==> config.mk <==
export PLATFORM = sky130hd
export DESIGN_NAME = uart_stat_ctrl
export DESIGN_NICKNAME = d
export VERILOG_FILES = /design/src/rtl/uart_stat_pkg.sv /design/src/rtl/uart_bit_order.sv /design/src/rtl/uart_rx_hold.sv /design/src/rtl/uart_tx_hold.sv /design/src/rtl/uart_stat_ctrl.sv
export SDC_FILE = /design/constraint.sdc
export NUM_CORES = 1
export LEC_CHECK = 0
export CAP_MARGIN = 0
export CORE_UTILIZATION = 35
export CTS_CLUSTER_SIZE = 16
export DETAILED_ROUTE_END_ITERATION = 10
export PLACE_DENSITY = 0.82
export SYNTH_ARGS = -nofsm -noshare
export SYNTH_HDL_FRONTEND = slang
export SYNTH_SLANG_ARGS = --single-unit
==> constraint.sdc <==
create_clock -name clk -period 1.6 [get_ports clk]
set_input_delay 0.24 -clock clk [delete_from_list [all_inputs] [get_ports clk]]
set_output_delay 0.24 -clock clk [all_outputs]
set_load 0.02 [all_outputs]
==> src/rtl/uart_stat_pkg.sv <==
// Package: shared widths, status bit positions and the control field layout
// for the UART status and interrupt controller.
package uart_stat_pkg;

    localparam int DATA_W = 8;
    localparam int STAT_W = 16;
    localparam int CTRL_W = 4;

    // Status word bit positions (software decodes these).
    localparam int ST_PAR  = 15;
    localparam int ST_OVR  = 14;
    localparam int ST_FRM  = 13;
    localparam int ST_FULL = 12;
    localparam int ST_EMPT = 11;
    localparam int ST_MSBF = 10;
    localparam int ST_RIE  = 9;
    localparam int ST_TIE  = 8;

    // Control register, packed so that bit 0 is receiver enable.
    typedef struct packed {
        logic tx_ie;      // bit 3
        logic rx_ie;      // bit 2
        logic msb_first;  // bit 1
        logic rx_en;      // bit 0
    } ctrl_t;

endpackage

==> src/rtl/uart_bit_order.sv <==
// Module: uart_bit_order
// Mirrors a data word end for end when 'mirror' is high, else passes it on.
// Assumes: purely combinational; used on both CPU write and CPU read paths.
module uart_bit_order #(
    parameter int W = 8
) (
    input  logic         mirror,
    input  logic [W-1:0] din,
    output logic [W-1:0] dout
);

    logic [W-1:0] flipped;

    // Build the mirrored word one wire per bit.
    for (genvar i = 0; i < W; i++) begin : g_flip
        assign flipped[i] = din[W-1-i];
    end

    // Select between straight and mirrored forms.
    always_comb begin
        dout = mirror ? flipped : din;
    end

endmodule

==> src/rtl/uart_rx_hold.sv <==
// Module: uart_rx_hold
// Holds one received byte, its full flag and the three sticky error flags.
// Assumes: 'load' is already gated by the receiver enable; 'clr_err' is one
// cycle wide and takes priority over any error set in the same cycle.
module uart_rx_hold #(
    parameter int W = 8
) (
    input  logic         clk,
    input  logic         rst_n,
    input  logic         load,
    input  logic [W-1:0] byte_in,
    input  logic         par_err,
    input  logic         frm_err,
    input  logic         rd,
    input  logic         clr_err,
    output logic [W-1:0] data_o,
    output logic         full_o,
    output logic         pe_o,
    output logic         ore_o,
    output logic         fre_o
);

    logic [W-1:0] data_q;
    logic         full_q;
    logic         pe_q;
    logic         ore_q;
    logic         fre_q;
    logic         overrun;
    logic         accept;

    // Decide whether an incoming byte is stored or lost to overrun.
    always_comb begin
        overrun = load && full_q && !rd;
        accept  = load && !overrun;
    end

    // Byte register and full flag; a load beats a read in the same cycle.
    always_ff @(posedge clk) begin
        if (!rst_n) begin
            data_q <= '0;
            full_q <= 1'b0;
        end else if (accept) begin
            data_q <= byte_in;
            full_q <= 1'b1;
        end else if (rd) begin
            full_q <= 1'b0;
        end
    end

    // Sticky error flags, cleared only by the receiver-disable write.
    always_ff @(posedge clk) begin
        if (!rst_n) begin
            pe_q  <= 1'b0;
            ore_q <= 1'b0;
            fre_q <= 1'b0;
        end else if (clr_err) begin
            pe_q  <= 1'b0;
            ore_q <= 1'b0;
            fre_q <= 1'b0;
        end else begin
            if (overrun)            ore_q <= 1'b1;
            if (accept && par_err)  pe_q  <= 1'b1;
            if (accept && frm_err)  fre_q <= 1'b1;
        end
    end

    assign data_o = data_q;
    assign full_o = full_q;
    assign pe_o   = pe_q;
    assign ore_o  = ore_q;
    assign fre_o  = fre_q;

    AST_OVERRUN_KEEPS_BYTE: assert property (@(posedge clk) disable iff (!rst_n)
        (load && full_o && !rd && !clr_err) |=> (ore_o && $stable(data_o)));
    AST_LOAD_BEATS_READ: assert property (@(posedge clk) disable iff (!rst_n)
        (load && rd) |=> full_o);
    AST_READ_EMPTIES: assert property (@(posedge clk) disable iff (!rst_n)
        (rd && !load) |=> !full_o);
    AST_CLEAR_ERRORS: assert property (@(posedge clk) disable iff (!rst_n)
        clr_err |=> !(pe_o || ore_o || fre_o));
    AST_ERRORS_STICKY: assert property (@(posedge clk) disable iff (!rst_n)
        (!clr_err && (pe_o || ore_o || fre_o)) |=> (pe_o || ore_o || fre_o));

endmodule

==> src/rtl/uart_tx_hold.sv <==
// Module: uart_tx_hold
// Holds one byte for the transmit shifter and its empty flag.
// Assumes: 'wdata' is already in shifter (LSB-first) order; a CPU write in
// the same cycle as a take replaces the byte and leaves the register occupied.
module uart_tx_hold #(
    parameter int W = 8
) (
    input  logic         clk,
    input  logic         rst_n,
    input  logic         wr,
    input  logic [W-1:0] wdata,
    input  logic         take,
    output logic [W-1:0] data_o,
    output logic         empty_o
);

    logic [W-1:0] data_q;
    logic         empty_q;

    // Byte register and empty flag; a write outranks a take.
    always_ff @(posedge clk) begin
        if (!rst_n) begin
            data_q  <= '0;
            empty_q <= 1'b1;
        end else if (wr) begin
            data_q  <= wdata;
            empty_q <= 1'b0;
        end else if (take && !empty_q) begin
            empty_q <= 1'b1;
        end
    end

    assign data_o  = data_q;
    assign empty_o = empty_q;

    AST_WRITE_OCCUPIES: assert property (@(posedge clk) disable iff (!rst_n)
        wr |=> (!empty_o && data_o == $past(wdata)));
    AST_TAKE_FREES: assert property (@(posedge clk) disable iff (!rst_n)
        (take && !empty_o && !wr) |=> empty_o);

endmodule

==> src/rtl/uart_stat_ctrl.sv <==
// Module: uart_stat_ctrl (top)
// Status, data holding and interrupt logic for one UART channel.
// Assumes: shifters work LSB first; MSB-first order is applied here at the
// CPU access; one rx_load strobe per finished byte.
module uart_stat_ctrl
    import uart_stat_pkg::*;
#(
    parameter int DW = DATA_W,
    parameter int SW = STAT_W,
    parameter int CW = CTRL_W
) (
    input  logic          clk,
    input  logic          rst_n,
    input  logic          ctrl_we,
    input  logic [CW-1:0] ctrl_wdata,
    input  logic          rx_rd,
    output logic [DW-1:0] rx_rdata,
    input  logic          tx_we,
    input  logic [DW-1:0] tx_wdata,
    output logic [DW-1:0] tx_data,
    output logic          tx_valid,
    input  logic          tx_take,
    input  logic          rx_load,
    input  logic [DW-1:0] rx_byte,
    input  logic          rx_par_err,
    input  logic          rx_frm_err,
    output logic [SW-1:0] status,
    output logic          rx_irq,
    output logic          tx_irq
);

    ctrl_t         ctrl_q;
    ctrl_t         ctrl_in;
    logic          clr_err;
    logic          rx_accept;
    logic [DW-1:0] rx_held;
    logic          rx_full;
    logic          pe;
    logic          ore;
    logic          fre;
    logic [DW-1:0] tx_ordered;
    logic          tx_empty;

    // Decode the control write and the receive gating.
    always_comb begin
        ctrl_in   = ctrl_t'(ctrl_wdata);
        clr_err   = ctrl_we && !ctrl_in.rx_en;
        rx_accept = rx_load && ctrl_q.rx_en;
    end

    // Control register.
    always_ff @(posedge clk) begin
        if (!rst_n) begin
            ctrl_q <= '0;
        end else if (ctrl_we) begin
            ctrl_q <= ctrl_in;
        end
    end

    uart_rx_hold #(.W(DW)) u_rx (
        .clk     (clk),
        .rst_n   (rst_n),
        .load    (rx_accept),
        .byte_in (rx_byte),
        .par_err (rx_par_err),
        .frm_err (rx_frm_err),
        .rd      (rx_rd),
        .clr_err (clr_err),
        .data_o  (rx_held),
        .full_o  (rx_full),
        .pe_o    (pe),
        .ore_o   (ore),
        .fre_o   (fre)
    );

    uart_bit_order #(.W(DW)) u_rd_order (
        .mirror (ctrl_q.msb_first),
        .din    (rx_held),
        .dout   (rx_rdata)
    );

    uart_bit_order #(.W(DW)) u_wr_order (
        .mirror (ctrl_q.msb_first),
        .din    (tx_wdata),
        .dout   (tx_ordered)
    );

    uart_tx_hold #(.W(DW)) u_tx (
        .clk     (clk),
        .rst_n   (rst_n),
        .wr      (tx_we),
        .wdata   (tx_ordered),
        .take    (tx_take),
        .data_o  (tx_data),
        .empty_o (tx_empty)
    );

    // Assemble the status word and the interrupt requests.
    always_comb begin
        status          = '0;
        status[ST_PAR]  = pe;
        status[ST_OVR]  = ore;
        status[ST_FRM]  = fre;
        status[ST_FULL] = rx_full;
        status[ST_EMPT] = tx_empty;
        status[ST_MSBF] = ctrl_q.msb_first;
        status[ST_RIE]  = ctrl_q.rx_ie;
        status[ST_TIE]  = ctrl_q.tx_ie;
        tx_valid        = !tx_empty;
        rx_irq          = ctrl_q.rx_ie && (rx_full || pe || ore || fre);
        tx_irq          = ctrl_q.tx_ie && tx_empty;
    end

    AST_DISABLED_IGNORES_LOAD: assert property (@(posedge clk) disable iff (!rst_n)
        (rx_load && !ctrl_q.rx_en && !rx_rd) |=> $stable(rx_held));
    AST_RESET_STATE: assert property (@(posedge clk)
        !rst_n |=> (status == 16'h0800 && !rx_irq && !tx_irq));

endmodule

==> results by group, run 1 <==
Synthesis
  – Yosys top cell area share: 39.9%
  – Mapped cell area: 1250 µm²
  – Post-synthesis sequential element count: 25
  – Mapped Cells: 131
  – Post-synthesis sequential area ratio: 39.9%
  – Top cells by area, synth: dfxtp_1 (40%), mux2i_1 (15%), buf_4 (10%)
  – Synth unique cells: 25
  – Synth warnings: 0
  – Syn Area/Cell: 9.57 µm²
  – Synth area leader: dfxtp_1

STA
  – Final setup violating endpoints: 0
  – PnR worst setup slack: 0.0580 ns
  – Clk_skew: 0.00107 ns
  – Final Slew Violations: 0
  – RSZ-0062 raised after global routing: false
  – Fmax: 649 MHz
  – Minimum clock period: 1.54 ns
  – Period utilisation layout: 96.4%
  – Final hold violations: 0

Global route
  – Vias in the first global route: 910
  – First-pass GRT wire length: 3.86 mm
  – Initial antenna violation count: 0
  – Largest net degree at the start of global routing: 31
  – Gr usage total: 13.7%
  – GR Overflow Total: 0

Floorplanning
  – Die H: 61.9 µm
  – Die Area: 3830 µm²
  – Starting Density: 37.0%
  – Die width: 61.9 µm
  – Core Area: 3390 µm²
  – Std-Cell Rows: 21
  – Io pins: 64

Route
  – Antenna violation net count after detailed routing: 0
  – DRT Pass-1 Iters: 2
  – Remaining DRCs: 0
  – Final wirelength: 2.55 mm
  – WL/cell: 11.3 µm
  – Iteration-0 DRC count of the detailed router: 16
  – DR vias: 989
  – Via/cell ratio: 4.40

Worst setup path
  – Crit path max-delay family: buffers and inverters
  – Cells along the critical path: clkdlybuf4s50_1
  – Crit path kind: reg2out
  – WP buf/inv: 1
  – CP max-delay cell: clkdlybuf4s50_1
  – CP max FO: 3
  – CP Data Arrival Time: 1.30 ns
  – Startpoint Class: flip-flop
  – Crit-path max cell delay: 0.61 ns
  – Worst Path Required: 1.36 ns
  – Crit end category: output port

Clock tree
  – Clk_lat worst skew: 0.31 ns
  – Root buffer cell: clkbuf_4
  – Clk slew on worst S/H paths: 0.14 ns
  – H-tree levels: 1
  – Clock sink count: 25
  – Post-cts hold buffer count: 0
  – Setup bufs post-CTS: 0
  – Clock Path Buffers: 2
  – CTS tree: built
  – Num CTS Buffers: 3

Run status
  – Status: complete, no violations

Finish
  – Syn-to-layout area delta: 41.2%
  – Share of cells above drive strength 1: 18.4%
  – Final Core Density: 52.2%
  – Final #Nets: 209
  – Non-filler instance count after layout: 225
  – # diodes: 0
  – Design area: 1770 µm²

Place
  – GPL Wtd Cong: 0.720
  – Port Buf Inserts: 55
  – Area after DPL: 1780 µm²
  – DP Cell Count: 221
  – Placement Setup Slack: -0.00888 ns
  – Hpwl dp: 1.95 mm

Power and ir drop
  – Leakage Power: 0.807 nW
  – PwrDens: 719 nW/µm²
  – Total power: 1.27 mW
  – Peak supply drop: 366 µV

Min path
  – Worst hold path class: in2reg

Job
  – Maxcap violations: 0
[layer usage]
metal  global-route usage (%)  vias up  wire length [µm]
met2                     24.6       31              1310
li1                         -      516                 -
met5                        0        -                 0
met4                     4.76        0                12
met1                     16.3      440              1060
met3                     2.69        2               162
[synth_stat cells (all sizes together)]
cell type / n
dfxtp: 25
buf: 22
mux2i: 19
nand2: 17
o21ai: 10
a21oi: 8
mux2: 8
nor2: 6
nor2b: 4
a41oi: 2
clkbuf: 2
inv: 2
a21boi: 1
and2: 1
conb: 1
nand2b: 1
o21ba: 1
o41a: 1
[power by group]
group,switching [mW],internal [mW]
sequential,0.0210,0.656
clock,0.186,0.0933
combinational,0.147,0.170
[flip-flops by register name, indices dropped and copies added (netlist names)]
signal	cells
u_rx.data_o	8
u_tx.data_o	8
status	3
ctrl_q	1
u_rx.fre_o	1
u_rx.full_o	1
u_rx.ore_o	1
u_rx.pe_o	1
u_tx.empty_o	1
[area by class of cell]
class,instances,area [µm²]
Inverter,2,7.51
Timing Repair Buffer,61,581
Sequential cell,25,502
Multi-Input combinational cell,87,596
Clock buffer,3,22.5
Tap cell,46,57.6
Fill cell,331,1620
Clock inverter,1,5.00
[worst paths after layout]
kind                                  to  depth (start not counted)  slack, ns                        start
max                            status[9]                          1       0.06       status[9]$_SDFFE_PN0P_
min          u_rx.data_o[0]$_SDFFE_PN0P_                          3       0.46                   rx_byte[0]
max reg2reg  u_rx.data_o[4]$_SDFFE_PN0P_                          4       0.43     u_rx.full_o$_SDFFE_PN0P_
min reg2reg  u_rx.data_o[7]$_SDFFE_PN0P_                          2       0.48  u_rx.data_o[7]$_SDFFE_PN0P_
[what timing repair did]
item,4_1_cts,5_1_grt
gates resized for setup,40,7
pin swaps,0,0
setup endpoints to repair,12,7
cloned,0,0
hold endpoints to repair,0,0
[kinds of logic after synthesis]
logic type,after synthesis,share of synthesized area [%]
flops,25,39.9
other cells,1,0.299
mux,27,23.0
compound gates,23,10.9
buf+inv,26,14.7
simple gates,29,11.3
[per-stage QoR]
step                setup TNS [ns]  hold WS [ns]
finish                           0         0.464
global route                     0         0.472
CTS                              0         0.452
detailed placement         -0.0140         0.467
global placement                 0         0.456
floorplan                        0         0.382
[layout by cell type, fill, tap and decap left out]
master | Yosys | final
clkdlybuf4s50_1 | 0 | 38
dfxtp_1 | 25 | 24
mux2i_1 | 19 | 19
nand2_1 | 16 | 16
o21ai_0 | 9 | 9
buf_2 | 3 | 9
a21oi_1 | 8 | 8
conb_1 | 1 | 8
mux2_2 | 6 | 6
nor2_1 | 6 | 6
dlymetal6s2s_1 | 0 | 5
buf_4 | 17 | 4
nor2b_1 | 3 | 3
clkbuf_4 | 0 | 3
mux2_4 | 2 | 2
inv_1 | 2 | 2
a41oi_1 | 2 | 2
dlygate4sd2_1 | 0 | 2
buf_12 | 0 | 2
o41a_1 | 1 | 1
and2_1 | 1 | 1
o21ai_1 | 1 | 1
nand2b_4 | 1 | 1
nand2_2 | 1 | 1
o21ba_2 | 1 | 1
a21boi_0 | 1 | 1
nor2b_4 | 1 | 1
clkinv_2 | 0 | 1
clkbuf_2 | 0 | 1
dfxtp_2 | 0 | 1
(Power assumes the default switching activity.)
==> run 2, diff against run 1 <==
--- a/config.mk
+++ b/config.mk
@@ -6,10 +6,10 @@
 export NUM_CORES = 1
 export LEC_CHECK = 0
 export CAP_MARGIN = 0
-export CORE_UTILIZATION = 35
+export CORE_UTILIZATION = 42
 export CTS_CLUSTER_SIZE = 16
 export DETAILED_ROUTE_END_ITERATION = 10
-export PLACE_DENSITY = 0.82
+export PLACE_DENSITY = 0.94
 export SYNTH_ARGS = -nofsm -noshare
 export SYNTH_HDL_FRONTEND = slang
 export SYNTH_SLANG_ARGS = --single-unit
==> run 2 against run 1 <==
First-iteration DRC count shrank 50%; register-to-register slack lost 0.02 ns; via count grew 4.3%; critical endpoint unchanged; worst hold slack gained 0.0053 ns; combinational power is essentially flat; critical path depth is the same; non-clock buffer count shrank 1; die area shrank 16%; count of clock-buffer cells in the layout grew 1.
==> results by group, run 2 (same netlist as run 1, synthesis figures left out) <==
Floorplanning
  – Die H: 56.6 µm (was 61.9 µm)
  – Die width: 56.6 µm (was 61.9 µm)
  – Starting Density: 45.1% (was 37.0%)
  – Io pins: 64 (unchanged)
  – Std-Cell Rows: 19 (was 21)
  – Core Area: 2780 µm² (was 3390 µm²)
  – Die Area: 3210 µm² (was 3830 µm²)

Run status
  – Status: complete, no violations (unchanged)

Clock tree
  – Clk slew on worst S/H paths: 0.13 ns (was 0.14 ns)
  – Root buffer cell: clkbuf_4 (unchanged)
  – Clock sink count: 25 (unchanged)
  – H-tree levels: 1 (unchanged)
  – Clk_lat worst skew: 0.31 ns (about the same)
  – Clock Path Buffers: 2 (unchanged)
  – Num CTS Buffers: 3 (unchanged)
  – CTS tree: built (unchanged)
  – Setup bufs post-CTS: 0 (unchanged)

Global route
  – First-pass GRT wire length: 4.80 mm (was 3.86 mm)
  – GR Overflow Total: 0 (unchanged)
  – Largest net degree at the start of global routing: 31 (unchanged)
  – Initial antenna violation count: 0 (unchanged)
  – Gr usage total: 18.9% (was 13.7%)
  – Vias in the first global route: 1,058 (was 910)

STA
  – Final setup violating endpoints: 0 (unchanged)
  – Final Slew Violations: 0 (unchanged)
  – Final hold violations: 0 (unchanged)
  – Clk_skew: 0.00433 ns (was 0.00107 ns)
  – RSZ-0062 raised after global routing: false (unchanged)
  – Period utilisation layout: 96.5% (was 96.4%)
  – Setup TNS: 0 ns (unchanged)
  – Minimum clock period: 1.54 ns (about the same)
  – Fmax: 648 MHz (was 649 MHz)

Worst setup path
  – CP max-delay cell: clkdlybuf4s50_1 (unchanged)
  – CP Data Arrival Time: 1.30 ns (about the same)
  – Worst Path Required: 1.36 ns (about the same)
  – Crit path kind: reg2out (unchanged)
  – Crit end category: output port (unchanged)
  – Startpoint Class: flip-flop (unchanged)
  – CP max FO: 3 (unchanged)
  – Cells along the critical path: clkdlybuf4s50_1 (unchanged)
  – Crit-path max cell delay: 0.62 ns (was 0.61 ns)
  – Crit path max-delay family: buffers and inverters (unchanged)
  – WP buf/inv: 1 (unchanged)

Finish
  – Multi-input gate area: 596 µm² (unchanged)
  – # diodes: 0 (unchanged)
  – Final #Nets: 208 (was 209)
  – Layout fillers: 248 (was 331)
  – Share of cells above drive strength 1: 16.9% (was 18.4%)
  – FF+latch area: 502 µm² (unchanged)
  – Most frequent cells in the layout: clkdlybuf4s50_1 (40), dfxtp_1 (24), mux2i_1 (19) (was clkdlybuf4s50_1 (38), dfxtp_1 (24), mux2i_1 (19))
  – Syn-to-layout area delta: 38.2% (was 41.2%)
  – Leading cell type in the layout, fill and taps excluded: clkdlybuf4s50_1 (unchanged)
  – Non-filler instance count after layout: 209 (was 225)

Route
  – Final wirelength: 2.78 mm (was 2.55 mm)
  – Remaining DRCs: 0 (unchanged)
  – Antenna violation net count after detailed routing: 0 (unchanged)
  – Iteration-0 DRC count of the detailed router: 8 (was 16)
  – Via/cell ratio: 4.94 (was 4.40)
  – DR vias: 1,032 (was 989)
  – WL/cell: 13.3 µm (was 11.3 µm)
  – DRT Pass-1 Iters: 4 (was 2)

Job
  – Maxcap violations: 0 (unchanged)

Place
  – Port Buf Inserts: 55 (unchanged)
  – DP Cell Count: 205 (was 221)
  – Hpwl dp: 2.12 mm (was 1.95 mm)
  – GPL Wtd Cong: 0.721 (was 0.720)

Power and ir drop
  – Leakage Power: 0.766 nW (was 0.807 nW)
  – PwrDens: 731 nW/µm² (was 719 nW/µm²)
  – Peak supply drop: 639 µV (was 366 µV)

Min path
  – Worst hold path class: in2reg (unchanged)
run 2: cell count changes in the layout (fill, tap and decap cells not counted):
| cell | before | now |
|---|---|---|
| clkdlybuf4s50_1 | 38 | 40 |
| buf_4 | 4 | 3 |
| buf_12 | 2 | 1 |
| dlymetal6s2s_1 | 5 | 3 |
| clkbuf_1 | 0 | 1 |
| clkbuf_2 | 1 | 0 |
| buf_6 | 0 | 1 |
| dlygate4sd2_1 | 2 | 3 |
| clkinv_2 | 1 | 0 |
run 2: path summary, 6_finish.rpt:
kind / start / to / slack [ns] / cells after the start
worst max-delay path: status[9]$_SDFFE_PN0P_ / status[9] / 0.06 / 1
worst max register to register: u_rx.full_o$_SDFFE_PN0P_ / u_rx.data_o[7]$_SDFFE_PN0P_ / 0.41 / 4
worst min-delay path: rx_byte[4] / u_rx.data_o[4]$_SDFFE_PN0P_ / 0.47 / 3
worst min register to register: u_rx.data_o[1]$_SDFFE_PN0P_ / u_rx.data_o[1]$_SDFFE_PN0P_ / 0.48 / 2
run 2: routing by layer:
metal	global-route usage, %	up-vias	routed length (µm)	share of wire [%]
met3	4.61	2	173	6.2
met2	33.9	36	1450	52
met1	22.4	484	1140	41
met4	4.18	0	14	0.50
met5	0	-	0	0
li1	-	510	-	-
run 2: report_power, final:
| part | switching (mW) | leakage [nW] | internal (mW) |
|---|---|---|---|
| combinational | 0.151 | 0.545 | 0.166 |
| sequential | 0.0216 | 0.206 | 0.656 |
| clock | 0.175 | 0.0150 | 0.0971 |
run 2: cell type report:
| class | instances | share of cell area (%) |
|---|---|---|
| tap | 31 | 2.24 |
| inverter | 2 | 0.433 |
| clock buffer | 4 | 1.52 |
| timing repair buffer | 60 | 32.5 |
| multi-input combinational | 87 | 34.4 |
| sequential | 25 | 29.0 |
run 2: what timing repair did:
item,in CTS,in global routing
setup endpoints to repair,12,10
resized for setup,37,7
hold buffers,0,0
run 2: metrics by stage:
step	hold WS, ns	area, µm²	util, %	setup slack [ns]	power (mW)
global route	0.463	1730	62.3	0.00118	1.33
finish	0.469	1730	62.3	0.0556	1.27
floorplan	0.382	1280	-	0.418	0.881
detailed placement	0.466	1740	62.7	0.0101	1.02
CTS	0.462	1730	62.3	0.0173	1.29
global placement	0.450	1740	62.7	0.0356	1.01
